`src/rtl/spi_port_pkg.sv`:
```
`timescale 1ns/1ps
package spi_port_pkg;

    localparam int DATA_W   = 8;
    localparam int HALF_MAX = 32;
    localparam int HCNT_W   = $clog2(HALF_MAX);
    localparam int BIT_W    = $clog2(DATA_W);

    typedef enum logic [1:0] {
        RATIO_4   = 2'd0,
        RATIO_16  = 2'd1,
        RATIO_64  = 2'd2,
        RATIO_64X = 2'd3
    } ratio_e;

    typedef struct packed {
        logic   cpol;
        logic   cke;
        logic   smp_end;
        ratio_e ratio;
    } link_cfg_t;

    // last count value of one half bit period (half length minus one)
    function automatic logic [HCNT_W-1:0] half_limit(ratio_e r);
        case (r)
            RATIO_4:  return HCNT_W'(1);
            RATIO_16: return HCNT_W'(7);
            default:  return HCNT_W'(HALF_MAX - 1);
        endcase
    endfunction

    // serial clock level for a given half of a bit
    function automatic logic sclk_level(link_cfg_t c, logic half);
        return c.cpol ^ (half == c.cke);
    endfunction

endpackage

```
`src/rtl/spi_half_timer.sv`:
```
`timescale 1ns/1ps
module spi_half_timer #(
    parameter int HCNT_W = spi_port_pkg::HCNT_W
) (
    input  logic              clk,
    input  logic              rst,
    input  logic              run,
    input  logic [HCNT_W-1:0] limit,
    output logic              half_end
);
    logic [HCNT_W-1:0] cnt_q;

    always_ff @(posedge clk) begin
        if (rst || !run)
            cnt_q <= '0;
        else if (cnt_q == limit)
            cnt_q <= '0;
        else
            cnt_q <= cnt_q + HCNT_W'(1);
    end

    assign half_end = run && (cnt_q == limit);
endmodule

```
`src/rtl/spi_shift_engine.sv`:
```
`timescale 1ns/1ps
module spi_shift_engine #(
    parameter int DATA_W = spi_port_pkg::DATA_W,
    parameter int BIT_W  = $clog2(DATA_W)
) (
    input  logic              clk,
    input  logic              rst,
    input  logic              start,
    input  logic [DATA_W-1:0] start_data,
    input  logic              half_end,
    input  logic              smp_end,
    input  logic              miso,
    output logic              busy,
    output logic              half,
    output logic              mosi,
    output logic              samp_last,
    output logic [DATA_W-1:0] rx_word
);
    localparam logic [BIT_W-1:0] LAST_BIT = BIT_W'(DATA_W - 1);

    logic              busy_q;
    logic              half_q;
    logic [BIT_W-1:0]  bitn_q;
    logic [DATA_W-1:0] tx_q;
    logic [DATA_W-2:0] rx_q;
    logic              samp;

    assign samp = busy_q && half_end && (half_q == smp_end);

    always_ff @(posedge clk) begin
        if (rst) begin
            busy_q <= 1'b0;
            half_q <= 1'b0;
            bitn_q <= '0;
            tx_q   <= '0;
        end else if (start) begin
            busy_q <= 1'b1;
            half_q <= 1'b0;
            bitn_q <= '0;
            tx_q   <= start_data;
        end else if (busy_q && half_end) begin
            half_q <= ~half_q;
            if (half_q) begin
                tx_q   <= tx_q << 1;
                bitn_q <= bitn_q + BIT_W'(1);
                if (bitn_q == LAST_BIT)
                    busy_q <= 1'b0;
            end
        end
    end

    always_ff @(posedge clk) begin
        if (rst)
            rx_q <= '0;
        else if (samp)
            rx_q <= {rx_q[DATA_W-3:0], miso};
    end

    assign busy      = busy_q;
    assign half      = half_q;
    assign mosi      = busy_q & tx_q[DATA_W-1];
    assign samp_last = samp && (bitn_q == LAST_BIT);
    assign rx_word   = {rx_q, miso};
endmodule

```
`src/rtl/spi_flags.sv`:
```
`timescale 1ns/1ps
module spi_flags #(
    parameter int DATA_W = spi_port_pkg::DATA_W
) (
    input  logic              clk,
    input  logic              rst,
    input  logic              load,
    input  logic [DATA_W-1:0] load_data,
    input  logic              rd,
    input  logic              col_set,
    input  logic              col_clr,
    output logic              full,
    output logic              wcol,
    output logic [DATA_W-1:0] rbuf
);
    always_ff @(posedge clk) begin
        if (rst) begin
            full <= 1'b0;
            wcol <= 1'b0;
            rbuf <= '0;
        end else begin
            if (load) begin
                full <= 1'b1;
                rbuf <= load_data;
            end else if (rd) begin
                full <= 1'b0;
            end
            if (col_set)
                wcol <= 1'b1;
            else if (col_clr)
                wcol <= 1'b0;
        end
    end
endmodule

```
`src/rtl/spi_master_port.sv`:
```
`timescale 1ns/1ps
module spi_master_port
    import spi_port_pkg::*;
#(
    parameter int DW    = DATA_W,
    parameter int STS_W = 8
) (
    input  logic          clk,
    input  logic          rst,
    input  logic [1:0]    cfg_ratio,
    input  logic          cfg_cpol,
    input  logic          cfg_cke,
    input  logic          cfg_smp_end,
    input  logic          wr_en,
    input  logic [DW-1:0] wr_data,
    input  logic          rd_en,
    output logic [DW-1:0] rd_data,
    input  logic          clr_col,
    output logic [STS_W-1:0] status,
    output logic          busy,
    output logic          wcol,
    output logic          sclk,
    output logic          mosi,
    input  logic          miso
);
    link_cfg_t cfg_in, cfg_q;
    logic      start, collide, half_end, half, samp_last, full;
    logic [DW-1:0] rx_word;

    assign cfg_in  = '{cpol: cfg_cpol, cke: cfg_cke, smp_end: cfg_smp_end,
                       ratio: ratio_e'(cfg_ratio)};
    assign start   = wr_en & ~busy;
    assign collide = wr_en & busy;

    always_ff @(posedge clk) begin
        if (rst)
            cfg_q <= '{cpol: 1'b0, cke: 1'b0, smp_end: 1'b0, ratio: RATIO_4};
        else if (start)
            cfg_q <= cfg_in;
    end

    spi_half_timer #(.HCNT_W(HCNT_W)) u_timer (
        .clk      (clk),
        .rst      (rst),
        .run      (busy),
        .limit    (half_limit(cfg_q.ratio)),
        .half_end (half_end)
    );

    spi_shift_engine #(.DATA_W(DW)) u_shift (
        .clk        (clk),
        .rst        (rst),
        .start      (start),
        .start_data (wr_data),
        .half_end   (half_end),
        .smp_end    (cfg_q.smp_end),
        .miso       (miso),
        .busy       (busy),
        .half       (half),
        .mosi       (mosi),
        .samp_last  (samp_last),
        .rx_word    (rx_word)
    );

    spi_flags #(.DATA_W(DW)) u_flags (
        .clk       (clk),
        .rst       (rst),
        .load      (samp_last),
        .load_data (rx_word),
        .rd        (rd_en),
        .col_set   (collide),
        .col_clr   (clr_col),
        .full      (full),
        .wcol      (wcol),
        .rbuf      (rd_data)
    );

    assign sclk = busy ? sclk_level(cfg_q, half) : cfg_cpol;

    always_comb begin
        status    = '0;
        status[0] = full;
        status[6] = cfg_cke;
        status[7] = cfg_smp_end;
    end
endmodule

```
`config.mk`:
```
export PLATFORM = sky130hd
export DESIGN_NAME = spi_master_port
export DESIGN_NICKNAME = d
export VERILOG_FILES = /design/src/rtl/spi_port_pkg.sv /design/src/rtl/spi_half_timer.sv /design/src/rtl/spi_shift_engine.sv /design/src/rtl/spi_flags.sv /design/src/rtl/spi_master_port.sv
export SDC_FILE = /design/constraint.sdc
export NUM_CORES = 1
export LEC_CHECK = 0
export BUFFER_PORTS_ARGS = -buffer_cell sky130_fd_sc_hd__buf_2
export CORE_MARGIN = 2
export CORE_UTILIZATION = 48
export CTS_CLUSTER_DIAMETER = 200
export CTS_CLUSTER_SIZE = 40
export DETAILED_ROUTE_END_ITERATION = 16
export PLACE_DENSITY_LB_ADDON = 0.05
export SYNTH_ARGS = -nofsm -noshare
export SYNTH_HDL_FRONTEND = slang
export SYNTH_SLANG_ARGS = --single-unit
export TNS_END_PERCENT = 1
```
`constraint.sdc`:
```
create_clock -name clk -period 1.57 [get_ports clk]
set_input_delay 0.2355 -clock clk [delete_from_list [all_inputs] [get_ports clk]]
set_output_delay 0.2355 -clock clk [all_outputs]
set_load 0.005 [all_outputs]
```
==> metrics.md <==
| Metric | Value |
|---|---|
| Status | completed |
| Slowest CP cell | dfxtp_4 |
| Final Hold Fails | 0 |
| Worst R2R End | u_shift.tx_q[4] |
| Worst min path class | in -> reg |
| Path depth of the worst reg2reg path | 4 |
| Worst slack, placed | -87.0 ps |
| Worst-path clk slew | 80 ps |
| Horiz. Die Dim | between 60 and 70 um |
| # setup viols final | 0 |
| Count of cell types in the netlist | 34 |
| Most frequent cell after synthesis | dfxtp_1 |
| RSZ-0062 raised after global routing | yes |
| Overall Global Routing Usage | 17.6% |
| Synth top cells by count | 40 x dfxtp_1, 29 x nand2_1, 21 x mux2i_1 |
| Post-CTS setup buffer count | 0 |
| P per Cell Area | roughly 950 nW/um2 |
| GPL Wtd Cong | between 0.7 and 0.8 |
| Sw Ratio | 21.1% |
| Final WL | 3340 um |
| Synth Register Bits | 40 |
| Reg power frac | 49.5% |
| Die Ht | approximately 66 um |
| Sequential area share after synthesis | between 40 and 50% |
| Achievable frequency | approximately 670 MHz |
| CP Launch Type | flop |
| CTS tree | built |
| Pwr Total | around 2.1 mW |
| Layout area overhead | 20.7% |
| Final slew viol count | 0 |
| Mapped Cells | between 200 and 250 |
| Cell Int Power | ~1.7 mW |
| Ys Warns | 0 |
| Max Root-Sink Buffers | 2 |
| Insertion delay to the later sink of the worst-skew pair | roughly 280 ps |
| IO Count | 39 |
| CP endpoint kind | flop |
| Crit-path max cell delay | 380 ps |
| Post-synth top area share | between 40% and 50% |
| # clock sinks | 40 |
| Ys async rst share | 0% |
| Nets | between 200 and 300 |
| Static Leak | ~0.90 nW |
| Post-layout min period | between 1000 and 1500 ps |
| CP endpoint | u_shift.tx_q[4] |
| Synth area leaders | dfxtp_1 43%, mux2i_1 11%, nand2b_1 6.0% |
| CP delay by family, top | simple AND/OR/NAND/NOR gates |
| Arrival time at the worst endpoint | between 1500 and 2000 ps |
| Vias in the first global route | around 1400 |
| VDD IR max | ~0.64 mV |
| GR Util met3 | roughly 4.6% |
| Cell area after placement | ~2100 um2 |
| Setup Skew | 5.21 ps |
| CP required | between 1500 and 2000 ps |
| Num rows | 22 |
| CP Class | reg -> reg |
| Initial drt markers | 48 |
| Total grt overflow | 0 |
| GRT met2 Usage | between 20% and 30% |
| CTS Buf Count | 5 |
| Vias | between 1000 and 1500 |
| Met1 usage | 22.2% |
| H-tree Lvls | 2 |
| CP Launch Point | u_timer.cnt_q[2] |
| Reg-to-reg slack, setup | around 86 ps |
| Area leader, netlist | dfxtp_1 |
| PnR worst setup slack | approximately 86 ps |
| Max-Cap Viols | 0 |
| Core area | roughly 3700 um2 |
| I/O Buffers | 33 |
| Final Cell Area | 2250 um2 |
| DR DRC count | 0 |
| Die area | around 4400 um2 |
| Routed len/inst | 11.5 um |
| Avg Cell Area, Syn | approximately 9.2 um2 |
| Final worst-path cycle share | a little over nine tenths |
| First-pass GRT wire length | just under 6000 um |
| Cells after DPL | 281 |
| CP cell instances | and4_4 -> a22oi_4 -> nor3_4 -> mux2_2 |
| Comb pwr share | about 8.7% |
| R2r startpoint | u_timer.cnt_q[2] |
| Starting density of the core | around half |
| Post-Syn Area | 1870 um2 |
| Busiest grt layer | met2 |
| Detailed Routing Iterations Pass 1 | 4 |
| Non-Filler Instances | 290 |
| Switching pwr | roughly 0.45 mW |
| # diodes | 0 |
| Share of layout cells above drive strength 1 | approximately 28% |
| Final HPWL DP | 2420 um |
| Vias/cell | 4.97 |
| Largest net degree at the start of global routing | 26 |
| Root Driver | clkbuf_8 |
| Post-DRT Antenna Nets | 0 |
| Levels on crit path | 4 |
| Post-synth EDFFs | 0 |
| Power share of the clock group | a little over two fifths |
| Worst Path Buf+Inv | 0 |
| Top FF cell, synth | dfxtp_1 |
| Initial antenna violation count | 0 |
| Largest fanout on the critical path | 6 |
-- worst min path at each step --
stage / start / slack (ps) / end / depth (start not counted)
3_3_place_gp: u_shift.bitn_q[1] / 450 / u_shift.bitn_q[1] / 2
3_5_place_dp: u_shift.bitn_q[2] / 460 / u_shift.bitn_q[2] / 2
2_1_floorplan: cfg_ratio[0] / 370 / cfg_q[0] / 2
4_1_cts: cfg_ratio[0] / 190 / cfg_q[0] / 3
6_report: cfg_ratio[0] / 200 / cfg_q[0] / 3
5_1_grt: cfg_ratio[0] / 190 / cfg_q[0] / 3
-- final cells by class --
class                   count  area [um2]
fillers                   340        1440
multi-input cells         146         978
flip-flops and latches     40         808
repair buffers             44         265
clock buffers               7        96.3
well taps                  48        60.1
clock inverters             1        30.0
inverters                   4        15.0
-- tightest hold or removal path: stages --
cell and delay [ps]:
buf_2 100, nand2_1 50, a21oi_1 50
-- power by group through the flow --
stage          Clock (mW)  Combinational [mW]  Sequential, mW
4_1_cts             0.925               0.185            1.06
2_1_floorplan           0               0.132            1.08
5_1_grt             0.975               0.210            1.06
3_3_place_gp            0               0.178            1.08
6_report            0.896               0.186            1.06
3_5_place_dp            0               0.183            1.08
-- stage by stage --
step / TNS, ps / hold slack, ps / utilization, %
after global placement: -12.7 / 447 / 56.6
after detailed placement: -524 / 461 / 56.6
after CTS: 0 / 187 / 60.2
final: 0 / 196 / 61.1
after floorplan: 0 / 371 / -
after global routing: -11.6 / 191 / 61.1
-- placed cells by master (no fill, tap or decap), types with 2 or more instances in the layout --
master    count
mux2_4        2
buf_6         2
buf_4         7
buf_2        34
dfxtp_1      36
mux2i_1      21
nor2b_1       4
nand2b_1     18
xnor2_1       4
o21ai_0       7
conb_1        5
a21oi_1      18
clkbuf_8      7
nand2_1      29
ha_1          3
dfxtp_2       3
nor2_1       11
inv_1         4
nor3_4        3
mux2_2        2
xor2_1        2
nand3_1       3
-- cells by family after synthesis --
| logic type | Yosys count | share of synthesized area, % |
|---|---|---|
| AND/OR/NAND/NOR | 76 | 21.3 |
| flip-flops | 40 | 42.9 |
| AO/OA/AOI/OAI | 31 | 9.99 |
| multiplexers | 25 | 14.1 |
| buffers and inverters | 22 | 6.70 |
| XOR/XNOR | 6 | 2.81 |
| adder cells (fa/ha/maj) | 3 | 2.01 |
| other | 1 | 0.201 |
-- registers in the layout, summed over array words and instances (netlist names) --
| signal | flops |
|---|---|
| u_shift.rx_q | 7 |
| cfg_q | 5 |
| u_flags.full | 1 |
| u_shift.half | 1 |
| u_shift.bitn_q | 3 |
| u_flags.rbuf | 8 |
| u_shift.busy | 1 |
| u_timer.cnt_q | 5 |
| u_flags.wcol | 1 |
| u_shift.tx_q | 8 |
-- per-layer routing --
metal  up-vias  routed length (um)
li1        748                   -
met1       668                1540
met2        24                1670
met3         2                 107
met4         0                  17
met5         -                   0
-- timing repair --
item,in CTS,in global routing
pin swaps,1,2
gates resized for setup,1,11
hold buffers,0,0
cloned,0,1
endpoints found under the setup margin,12,28
Power figures use the tool's default switching activity.
